## src/rtl/jtag_bscan_pkg.sv

```systemverilog
package jtag_bscan_pkg;

  typedef enum logic [3:0] {
    TS_RESET, TS_IDLE,
    TS_SEL_DR, TS_CAP_DR, TS_SHIFT_DR, TS_EXIT1_DR, TS_PAUSE_DR, TS_EXIT2_DR, TS_UPD_DR,
    TS_SEL_IR, TS_CAP_IR, TS_SHIFT_IR, TS_EXIT1_IR, TS_PAUSE_IR, TS_EXIT2_IR, TS_UPD_IR
  } tap_state_e;

  localparam int          OP_W       = 4;
  localparam logic [3:0]  OP_EXTEST  = 4'd0;
  localparam logic [3:0]  OP_IDCODE  = 4'd1;
  localparam logic [3:0]  OP_SAMPLE  = 4'd2;
  localparam logic [3:0]  OP_TESTREG = 4'd4;
  localparam logic [3:0]  IR_CAPTURE = 4'b0001;

  // pad kind codes used in PAD_KINDS
  localparam int PK_IN    = 0;
  localparam int PK_OUT   = 1;
  localparam int PK_TRI   = 2;
  localparam int PK_BIDIR = 3;

  function automatic tap_state_e tap_next(input tap_state_e s, input logic tms);
    tap_state_e n;
    case (s)
      TS_RESET:    n = tms ? TS_RESET    : TS_IDLE;
      TS_IDLE:     n = tms ? TS_SEL_DR   : TS_IDLE;
      TS_SEL_DR:   n = tms ? TS_SEL_IR   : TS_CAP_DR;
      TS_CAP_DR:   n = tms ? TS_EXIT1_DR : TS_SHIFT_DR;
      TS_SHIFT_DR: n = tms ? TS_EXIT1_DR : TS_SHIFT_DR;
      TS_EXIT1_DR: n = tms ? TS_UPD_DR   : TS_PAUSE_DR;
      TS_PAUSE_DR: n = tms ? TS_EXIT2_DR : TS_PAUSE_DR;
      TS_EXIT2_DR: n = tms ? TS_UPD_DR   : TS_SHIFT_DR;
      TS_UPD_DR:   n = tms ? TS_SEL_DR   : TS_IDLE;
      TS_SEL_IR:   n = tms ? TS_RESET    : TS_CAP_IR;
      TS_CAP_IR:   n = tms ? TS_EXIT1_IR : TS_SHIFT_IR;
      TS_SHIFT_IR: n = tms ? TS_EXIT1_IR : TS_SHIFT_IR;
      TS_EXIT1_IR: n = tms ? TS_UPD_IR   : TS_PAUSE_IR;
      TS_PAUSE_IR: n = tms ? TS_EXIT2_IR : TS_PAUSE_IR;
      TS_EXIT2_IR: n = tms ? TS_UPD_IR   : TS_SHIFT_IR;
      TS_UPD_IR:   n = tms ? TS_SEL_DR   : TS_IDLE;
      default:     n = TS_RESET;
    endcase
    return n;
  endfunction

endpackage

```

## src/rtl/jtag_tap_fsm.sv

```systemverilog
module jtag_tap_fsm
  import jtag_bscan_pkg::*;
(
  input  logic       tck,
  input  logic       trst_n,
  input  logic       tms,
  output tap_state_e state
);

  always_ff @(posedge tck or negedge trst_n) begin
    if (!trst_n) state <= TS_RESET;
    else         state <= tap_next(state, tms);
  end

  // consecutive TMS-high counter, saturating at five, used by the check below
  logic [2:0] ones_cnt;
  always_ff @(posedge tck or negedge trst_n) begin
    if (!trst_n)            ones_cnt <= 3'd0;
    else if (!tms)          ones_cnt <= 3'd0;
    else if (ones_cnt != 3'd5) ones_cnt <= ones_cnt + 3'd1;
  end


  five_ones_reset_chk: assert property (@(posedge tck) disable iff (!trst_n)
    (ones_cnt == 3'd5) |-> (state == TS_RESET));

endmodule

```

## src/rtl/jtag_bscan_cell.sv

```systemverilog
module jtag_bscan_cell
  import jtag_bscan_pkg::*;
#(
  parameter int KIND = PK_BIDIR
) (
  input  logic tck,
  input  logic trst_n,
  input  logic cap_en,
  input  logic shift_en,
  input  logic upd_en,
  input  logic extest,
  input  logic si,
  output logic so,
  input  logic core_o,
  input  logic core_oe,
  output logic core_i,
  input  logic pad_i,
  output logic pad_o,
  output logic pad_oe
);

  localparam int HAS_IN  = (KIND == PK_IN  || KIND == PK_BIDIR) ? 1 : 0;
  localparam int HAS_OUT = (KIND != PK_IN) ? 1 : 0;
  localparam int HAS_OE  = (KIND == PK_TRI || KIND == PK_BIDIR) ? 1 : 0;
  localparam int W       = HAS_IN + HAS_OUT + HAS_OE;
  localparam int OUT_IX  = HAS_IN;
  localparam int OE_IX   = HAS_IN + HAS_OUT;

  // field 0 sits nearest the TDI end of the cell
  logic [W-1:0] sh_q, hd_q, cap;
  logic [W:0]   sh_ext;

  assign sh_ext = {sh_q, si};
  assign so     = sh_q[W-1];

  generate
    if (HAS_IN != 0) begin : g_in
      assign cap[0] = pad_i;
      assign core_i = pad_i;
    end else begin : g_no_in
      assign core_i = 1'b0;
    end

    if (HAS_OUT != 0) begin : g_out
      assign cap[OUT_IX] = core_o;
      assign pad_o       = extest ? hd_q[OUT_IX] : core_o;
    end else begin : g_no_out
      assign pad_o = 1'b0;
    end

    if (HAS_OE != 0) begin : g_oe
      assign cap[OE_IX] = core_oe;
      assign pad_oe     = extest ? hd_q[OE_IX] : core_oe;
    end else if (HAS_OUT != 0) begin : g_fixed_oe
      assign pad_oe = 1'b1;
    end else begin : g_no_oe
      assign pad_oe = 1'b0;
    end
  endgenerate

  always_ff @(posedge tck or negedge trst_n) begin
    if (!trst_n)       sh_q <= '0;
    else if (cap_en)   sh_q <= cap;
    else if (shift_en) sh_q <= sh_ext[W-1:0];
  end

  always_ff @(posedge tck or negedge trst_n) begin
    if (!trst_n)     hd_q <= '0;
    else if (upd_en) hd_q <= sh_q;
  end

  logic unused_sink;
  assign unused_sink = ^{core_o, core_oe, pad_i, hd_q};


  hold_stable_chk: assert property (@(posedge tck) disable iff (!trst_n)
    !upd_en |=> $stable(hd_q));

endmodule

```

## src/rtl/jtag_bscan_tap.sv

```systemverilog
module jtag_bscan_tap
  import jtag_bscan_pkg::*;
#(
  parameter int                    NUM_PADS  = 4,
  parameter logic [2*NUM_PADS-1:0] PAD_KINDS = 8'b11_10_01_00,
  parameter logic [31:0]           ID_VALUE  = 32'h0000_18FF,
  parameter int                    TEST_W    = 3
) (
  input  logic                tck,
  input  logic                trst_n,
  input  logic                tms,
  input  logic                tdi,
  output logic                tdo,
  output logic                tdo_oe,
  input  logic [NUM_PADS-1:0] core_o,
  input  logic [NUM_PADS-1:0] core_oe,
  output logic [NUM_PADS-1:0] core_i,
  input  logic [NUM_PADS-1:0] pad_i,
  output logic [NUM_PADS-1:0] pad_o,
  output logic [NUM_PADS-1:0] pad_oe
);

  localparam int ID_W = 32;

  tap_state_e state;

  jtag_tap_fsm u_fsm (
    .tck    (tck),
    .trst_n (trst_n),
    .tms    (tms),
    .state  (state)
  );

  logic in_reset, cap_dr, sh_dr, upd_dr, cap_ir, sh_ir, upd_ir;
  assign in_reset = (state == TS_RESET);
  assign cap_dr   = (state == TS_CAP_DR);
  assign sh_dr    = (state == TS_SHIFT_DR);
  assign upd_dr   = (state == TS_UPD_DR);
  assign cap_ir   = (state == TS_CAP_IR);
  assign sh_ir    = (state == TS_SHIFT_IR);
  assign upd_ir   = (state == TS_UPD_IR);

  // instruction register: shift stage and active stage
  logic [OP_W-1:0] ir_sr, ir_q;

  always_ff @(posedge tck or negedge trst_n) begin
    if (!trst_n)     ir_sr <= '0;
    else if (cap_ir) ir_sr <= IR_CAPTURE;
    else if (sh_ir)  ir_sr <= {tdi, ir_sr[OP_W-1:1]};
  end

  always_ff @(posedge tck or negedge trst_n) begin
    if (!trst_n)       ir_q <= OP_IDCODE;
    else if (in_reset) ir_q <= OP_IDCODE;
    else if (upd_ir)   ir_q <= ir_sr;
  end

  logic sel_bsr, sel_id, sel_test, sel_byp, extest;
  assign extest   = (ir_q == OP_EXTEST);
  assign sel_bsr  = extest || (ir_q == OP_SAMPLE);
  assign sel_id   = (ir_q == OP_IDCODE);
  assign sel_test = (ir_q == OP_TESTREG);
  assign sel_byp  = !(sel_bsr || sel_id || sel_test);

  // identification register
  logic [ID_W-1:0] id_sr;
  always_ff @(posedge tck or negedge trst_n) begin
    if (!trst_n)               id_sr <= '0;
    else if (cap_dr && sel_id) id_sr <= ID_VALUE;
    else if (sh_dr && sel_id)  id_sr <= {tdi, id_sr[ID_W-1:1]};
  end

  // general test register: capture keeps its contents
  logic [TEST_W-1:0] test_q;
  always_ff @(posedge tck or negedge trst_n) begin
    if (!trst_n)                test_q <= '0;
    else if (sh_dr && sel_test) test_q <= {tdi, test_q[TEST_W-1:1]};
  end

  // bypass register
  logic byp_q;
  always_ff @(posedge tck or negedge trst_n) begin
    if (!trst_n)                byp_q <= 1'b0;
    else if (cap_dr && sel_byp) byp_q <= 1'b0;
    else if (sh_dr && sel_byp)  byp_q <= tdi;
  end

  // boundary chain, pad 0 nearest TDI
  logic [NUM_PADS:0] link;
  assign link[0] = tdi;

  generate
    for (genvar k = 0; k < NUM_PADS; k++) begin : g_pad
      jtag_bscan_cell #(.KIND(int'(PAD_KINDS[2*k +: 2]))) u_cell (
        .tck      (tck),
        .trst_n   (trst_n),
        .cap_en   (cap_dr && sel_bsr),
        .shift_en (sh_dr && sel_bsr),
        .upd_en   (upd_dr && sel_bsr),
        .extest   (extest),
        .si       (link[k]),
        .so       (link[k+1]),
        .core_o   (core_o[k]),
        .core_oe  (core_oe[k]),
        .core_i   (core_i[k]),
        .pad_i    (pad_i[k]),
        .pad_o    (pad_o[k]),
        .pad_oe   (pad_oe[k])
      );
    end
  endgenerate

  logic dr_bit;
  always_comb begin
    if (sel_bsr)       dr_bit = link[NUM_PADS];
    else if (sel_id)   dr_bit = id_sr[0];
    else if (sel_test) dr_bit = test_q[0];
    else               dr_bit = byp_q;
  end

  // TDO launched on the falling edge
  always_ff @(negedge tck or negedge trst_n) begin
    if (!trst_n) begin
      tdo    <= 1'b0;
      tdo_oe <= 1'b0;
    end else begin
      tdo_oe <= sh_ir || sh_dr;
      tdo    <= sh_ir ? ir_sr[0] : (sh_dr ? dr_bit : 1'b0);
    end
  end


  ir_capture_chk: assert property (@(posedge tck) disable iff (!trst_n)
    (state == TS_CAP_IR) |=> (ir_sr == IR_CAPTURE));


  reset_idcode_chk: assert property (@(posedge tck) disable iff (!trst_n)
    (state == TS_RESET) |=> (ir_q == OP_IDCODE));


  bypass_zero_chk: assert property (@(posedge tck) disable iff (!trst_n)
    (state == TS_CAP_DR && sel_byp) |=> !byp_q);


  tdo_window_chk: assert property (@(posedge tck) disable iff (!trst_n)
    tdo_oe |-> (state == TS_SHIFT_IR || state == TS_SHIFT_DR));

endmodule

```

## config.mk

```make
export PLATFORM = sky130hd
export DESIGN_NAME = jtag_bscan_tap
export DESIGN_NICKNAME = d
export VERILOG_FILES = /design/src/rtl/jtag_bscan_pkg.sv /design/src/rtl/jtag_tap_fsm.sv /design/src/rtl/jtag_bscan_cell.sv /design/src/rtl/jtag_bscan_tap.sv
export SDC_FILE = /design/constraint.sdc
export NUM_CORES = 1
export LEC_CHECK = 0
export BUFFER_PORTS_ARGS = -buffer_cell sky130_fd_sc_hd__buf_2
export CAP_MARGIN = 10
export CORE_MARGIN = 4
export CORE_UTILIZATION = 35
export CTS_BUF_LIST = sky130_fd_sc_hd__clkbuf_16
export CTS_CLUSTER_SIZE = 10
export DETAILED_ROUTE_END_ITERATION = 10
export MAX_ROUTING_LAYER = met4
export PLACE_DENSITY_LB_ADDON = 0.05
export SKIP_LAST_GASP = 1
export SYNTH_ARGS = -nofsm -noshare
export SYNTH_HDL_FRONTEND = slang
export SYNTH_SLANG_ARGS = --single-unit
```

## constraint.sdc

```tcl
create_clock -name tck -period 3.77 [get_ports tck]
set_input_delay 0.377 -clock tck [delete_from_list [all_inputs] [get_ports tck]]
set_output_delay 0.377 -clock tck [all_outputs]
set_load 0.02 [all_outputs]
```

==> impl_results.md, run 1 <==
- Commonest non-fill, non-tap cell in the layout: nand2_1
- Unrepaired setup endpoints after global routing: false
- Critical-path top delay cell: dfrtp_1
- Worst vdd ir: 0.000323 V
- # fillers: roughly 850
- Post-synth EDFFs: 0
- Most frequent cells in the layout: nand2_1, dfrtp_1, o21ai_0
- Row count: 33
- Sequential cell area: between 0.0015 and 0.002 mm²
- CP peak stage delay: approximately 480 ps
- First-pass GRT wire length: approximately 11 mm
- Post-synthesis cell area: between 0.003 and 0.004 mm²
- Asr flop ratio synth: 1.00
- Sw frac: 0.382
- ANT cells: 0
- Netlist cell types: 51
- Max-Cap Viols: 0
- Comb pwr share: 0.353
- Mean Syn Cell Area: ~9.5 µm²
- TritonRoute pass-1 iters: 4
- Cell Pwr Density: approximately 800 mW/mm²
- P&R area growth vs syn: 11.8%
- Mapped Cells: between 300 and 400
- Starting Density: 0.367
- Worst path required time: 2050 ps
- CP Capture Type: flop
- Synth Warn #: 0
- Crit-path leading delay family: compound AO/OA/AOI/OAI gates
- Io pins: 30
- Yosys reg bits: 62
- Post-route DRC: 0
- Part of the power in registers: 0.378
- Final-stage net count: around 350
- Routed wire per std cell: ~14 µm
- Final wirelength: around 6 mm
- WP data arrival: between 1500 and 2000 ps
- Kind of critical path: flop to flop
- Post-DR vias/cell: between 4 and 5
- Global route overflow: 0
- Antenna violations before repair: 0
- H-tree depth: 3
- Layout cells sized above 1: 0.231
- Post-CTS resize count: 0
- Leak: between 0.0015 and 0.002 µW
- CP startpoint kind: flop
- Worst slew pin tran: slightly above 800 ps
- Worst Clk Skew: 12.1 ps
- Clk network pwr share: 0.269
- Status: completed
- Largest net degree at the start of global routing: between 40 and 50
- Die Ht: between 100 and 150 µm
- Iteration-0 DRC Markers: 59
- Setup TNS: 0 ps
- Internal cell power: around 1700 µW
- CTS tree: built
- Slew Limit Fails: 0
- Floorplan Core Area: 0.00838 mm²
- Clock transition at path regs: ~60 ps
- Vias: between 2000 and 2500
- GP Congestion: about 0.75
- Vias in the first global route: 2215
- Max Root-Sink Buffers: 2
- # port buffers: 19
- Die footprint: slightly above 0.01 mm²
- Worst Path Max Fanout: 8
- Sequential area share after synthesis: 0.505
- DP Wirelength: between 3 and 4 mm
- Total CTS buffers: 9
- Die X: around 100 µm
- Root Buffer: clkbuf_16
- Hold Violations, Final: 0
- Clock tree sinks: 62
- CP bufs+invs: 0
- Class of the worst hold path: input pin to flop
- Worst-path cell chain: a211o_1 > a222oi_1 > o21ai_0
- Slew headroom: 0.458
- Power Total: between 2000 and 3000 µW
- Final setup viols: 0
- ANT nets after route: 0
- Clock latency on the worst-skew pair: between 300 and 400 ps
- GR Util All Layers: 0.137
- Multi-input logic area: approximately 0.0013 mm²
- NetSw: between 1000 and 1500 µW
- Top_reg_cell synth: dfrtp_1
## through the flow
step	instances	worst slack [ps]	instance area, µm²	hold slack, ps	util
global placement	425	481	3160	335	0.377
CTS	442	445	3440	301	0.410
detailed placement	425	483	3160	327	0.377
floorplan	327	546	3090	81.4	-
global route	442	315	3440	313	0.410
finish	442	453	3440	307	0.410
## cell usage after synthesis (all sizes together), types with 3 or more instances
library cell / instances / share of area
a21oi: 11 / 0.019
a31oi: 6 / 0.012
buf: 31 / 0.067
clkbuf: 3 / 0.0037
dfrtp: 59 / 0.48
inv: 6 / 0.0073
mux2: 16 / 0.059
nand2: 76 / 0.093
nand3: 4 / 0.0065
nor2: 24 / 0.030
nor2b: 3 / 0.0061
nor3b: 3 / 0.013
o21ai: 45 / 0.084
o22ai: 4 / 0.0081
## power by group through the flow
stage               Clock (µW)  Sequential (µW)  Combinational [µW]
finish                     755             1060                 991
global route               806             1100                1140
CTS                        780             1060                1010
detailed placement           0             1070                1000
global placement             0             1070                 998
floorplan                    0             1010                 883
## tightest hold or removal path: cells and delay by family
family / cells / cell delay, ps
buffers and inverters: 1 / 100
AND/OR/NAND/NOR: 1 / 50
AO/OA/AOI/OAI: 1 / 70
## cell families after synthesis
group	synth area share
other	0.00244
AND/OR/NAND/NOR	0.192
XOR/XNOR	0.00285
buffers and inverters	0.0777
multiplexers	0.0586
AO/OA/AOI/OAI	0.159
flip-flops	0.505
adder cells (fa/ha/maj)	0.00325
## final timing paths
check	slack, ps	cells past startpoint	endpoint	start
max	450	3	tdo	ir_q[2]
min	310	3	g_pad[3].u_cell.sh_q[0]	pad_i[3]
max reg2reg	450	3	tdo	ir_q[2]
min reg2reg	480	2	id_sr[2]	id_sr[2]
max in group asynchronous	1170	2	tdo	trst_n
min in group asynchronous	520	2	ir_sr[0]	trst_n
## final cells by class
class | count | share of cell area
Inverter | 6 | 0.00655
Tap cell | 105 | 0.0382
Multi-Input combinational cell | 225 | 0.376
Clock buffer | 9 | 0.0655
Clock inverter | 7 | 0.0138
Timing Repair Buffer | 28 | 0.0480
Sequential cell | 62 | 0.451
## flip-flops by register name, summed over array words and instances, names as in the netlist
name and count:
g_pad.u_cell.hd_q 5, tdo 1, g_pad.u_cell.sh_q 5, id_sr 32
byp_q 1, ir_q 4, ir_sr 4, test_q 3
u_fsm.state 4, tdo_oe 1, g_pad.u_cell.so 2
## per-layer routing
metal | up-vias | GRT usage | part of all wire
li1 | 1100 | - | -
met1 | 1035 | 0.183 | 0.51
met2 | 36 | 0.196 | 0.44
met3 | 10 | 0.0379 | 0.037
met4 | 0 | 0.0562 | 0.014
met5 | - | - | 0
## what timing repair did
action	4_1_cts	5_1_grt
endpoints found under the hold margin	12	0
hold buffers	1	0
buffers inserted	0	0
Power figures use the tool's default switching activity.
==> inputs of run 2 (changes only) <==
CELL_PAD_IN_SITES_DETAIL_PLACEMENT = 0   (was default)
CELL_PAD_IN_SITES_GLOBAL_PLACEMENT = 1   (was default)
==> impl_results.md, run 2 (synthesized netlist as in run 1, its figures left out) <==
- Status: completed
- Cell Pwr Density: 827 mW/mm²
- Post-CTS resize count: 0
- Final-stage net count: 348
- Total CTS buffers: 9
- Top reg by flops: id_sr
- Slew headroom: 0.458
- Layout cells sized above 1: 0.231
- Slew Limit Fails: 0
- Unrepaired setup endpoints after global routing: false
- TritonRoute pass-1 iters: 4
- Worst Path Max Fanout: 8
- Most frequent cells in the layout: nand2_1, dfrtp_1, o21ai_0
- Worst path required time: 2050 ps
- Commonest non-fill, non-tap cell in the layout: nand2_1
- Multi-input logic area: around 0.0013 mm²
- DP Wirelength: 4.13 mm
- Reg2reg end: tdo
- Starting Density: 0.367
- Worst-case reg-to-reg path depth: 3
- Post-route DRC: 0
- Antenna violations before repair: 0
- # port buffers: 19
- Vias: 2192
- Row count: 33
- Final setup viols: 0
- Post-DR vias/cell: 4.96
- Worst Clk Skew: 12.6 ps
- Final wirelength: around 6 mm
- Clock transition at path regs: ~60 ps
- Final Instance Area: approximately 0.0035 mm²
- Floorplan Core Area: approximately 0.0084 mm²
- R2R setup slack: roughly 440 ps
- CTS hold repair buffers: 0
- Root Buffer: clkbuf_16
- Hold Violations, Final: 0
- GR Util All Layers: 0.137
- Dpl cell area: ~0.0032 mm²
- GP Congestion: 0.750
- Power Total: ~2900 µW
- Clock tree sinks: just over 60
- Io pins: 30
- CP startpoint kind: flop
- Kind of critical path: flop to flop
- Max reg flops: 32
- Worst vdd ir: about 0.00026 V
- Routed wire per std cell: roughly 14 µm
- First-pass GRT wire length: 10.8 mm
- WP data arrival: around 1600 ps
- Die footprint: 0.0104 mm²
- # fillers: ~850
- Max-Cap Viols: 0
- ANT cells: 0
- Clock latency on the worst-skew pair: between 300 and 400 ps
- Setup TNS: 0 ps
- Largest net degree at the start of global routing: between 40 and 50
- ANT nets after route: 0
- Die Ht: a little over 100 µm
- Worst r2r src: ir_q[2]
- CP Capture Type: flop
- Largest regs: id_sr x32, g_pad.u_cell.hd_q x5, g_pad.u_cell.sh_q x5
- CTS tree: built
- Leak: between 0.0015 and 0.002 µW
- Class of the worst hold path: input pin to async pin
- Non-Filler Instances: around 440
- Worst slew pin tran: 812 ps
- Pre-CTS WS: approximately 450 ps
- Post-CTS setup buffer count: 0
- H-tree depth: 3
- Die X: slightly above 100 µm
- Sequential cell area: around 0.0016 mm²
- P&R area growth vs syn: 12.4%
- Global route overflow: 0
- Setup ws final: roughly 440 ps
- Dpl cells: about 430
- Max Root-Sink Buffers: 2
- Iteration-0 DRC Markers: 88
- Vias in the first global route: between 2000 and 2500
==> run 2: through the flow <==
stage,utilization,hold WS [ps]
after global placement,0.378,411
after global routing,0.412,88.4
after floorplan,-,81.4
final,0.412,41.6
after CTS,0.412,57.4
after detailed placement,0.378,411
==> run 2: cell type report <==
cell class,instances,area share
well taps,105,0.0380
clock inverters,7,0.0192
inverters,6,0.00652
clock buffers,9,0.0652
flip-flops and latches,62,0.449
multi-input cells,225,0.375
repair buffers,28,0.0471
==> run 2: how the worst max path moves through the flow <==
stage	startpoint	endpoint	slack [ps]	cells past startpoint
floorplan	ir_q[2]	tdo	550	4
global placement	ir_q[2]	tdo	460	3
detailed placement	ir_q[2]	tdo	450	3
CTS	ir_q[2]	tdo	450	3
global route	ir_q[1]	tdo	380	4
finish	ir_q[2]	tdo	440	3
==> run 2: worst max-delay path, stage by stage (launching register included) <==
cell and delay, ps:
dfrtp_1 480, a211o_1 330, a222oi_1 340, o21ai_0 120
==> run 2: power by group <==
part / leakage, µW / total [µW] / internal, µW / switching, µW
logic: 0.000590 / 982 / 399 / 584
registers: 0.000789 / 1080 / 892 / 188
clock network: 0.000140 / 795 / 506 / 289
total: 0.00152 / 2860 / 1800 / 1060
==> run 2: metal layers <==
layer / vias to the layer above / global-route usage / share of wire
li1: 1104 / - / -
met2: 21 / 0.207 / 0.48
met3: 10 / 0.0351 / 0.023
met1: 1057 / 0.177 / 0.49
met4: 0 / 0.0491 / 0.015
met5: - / - / 0
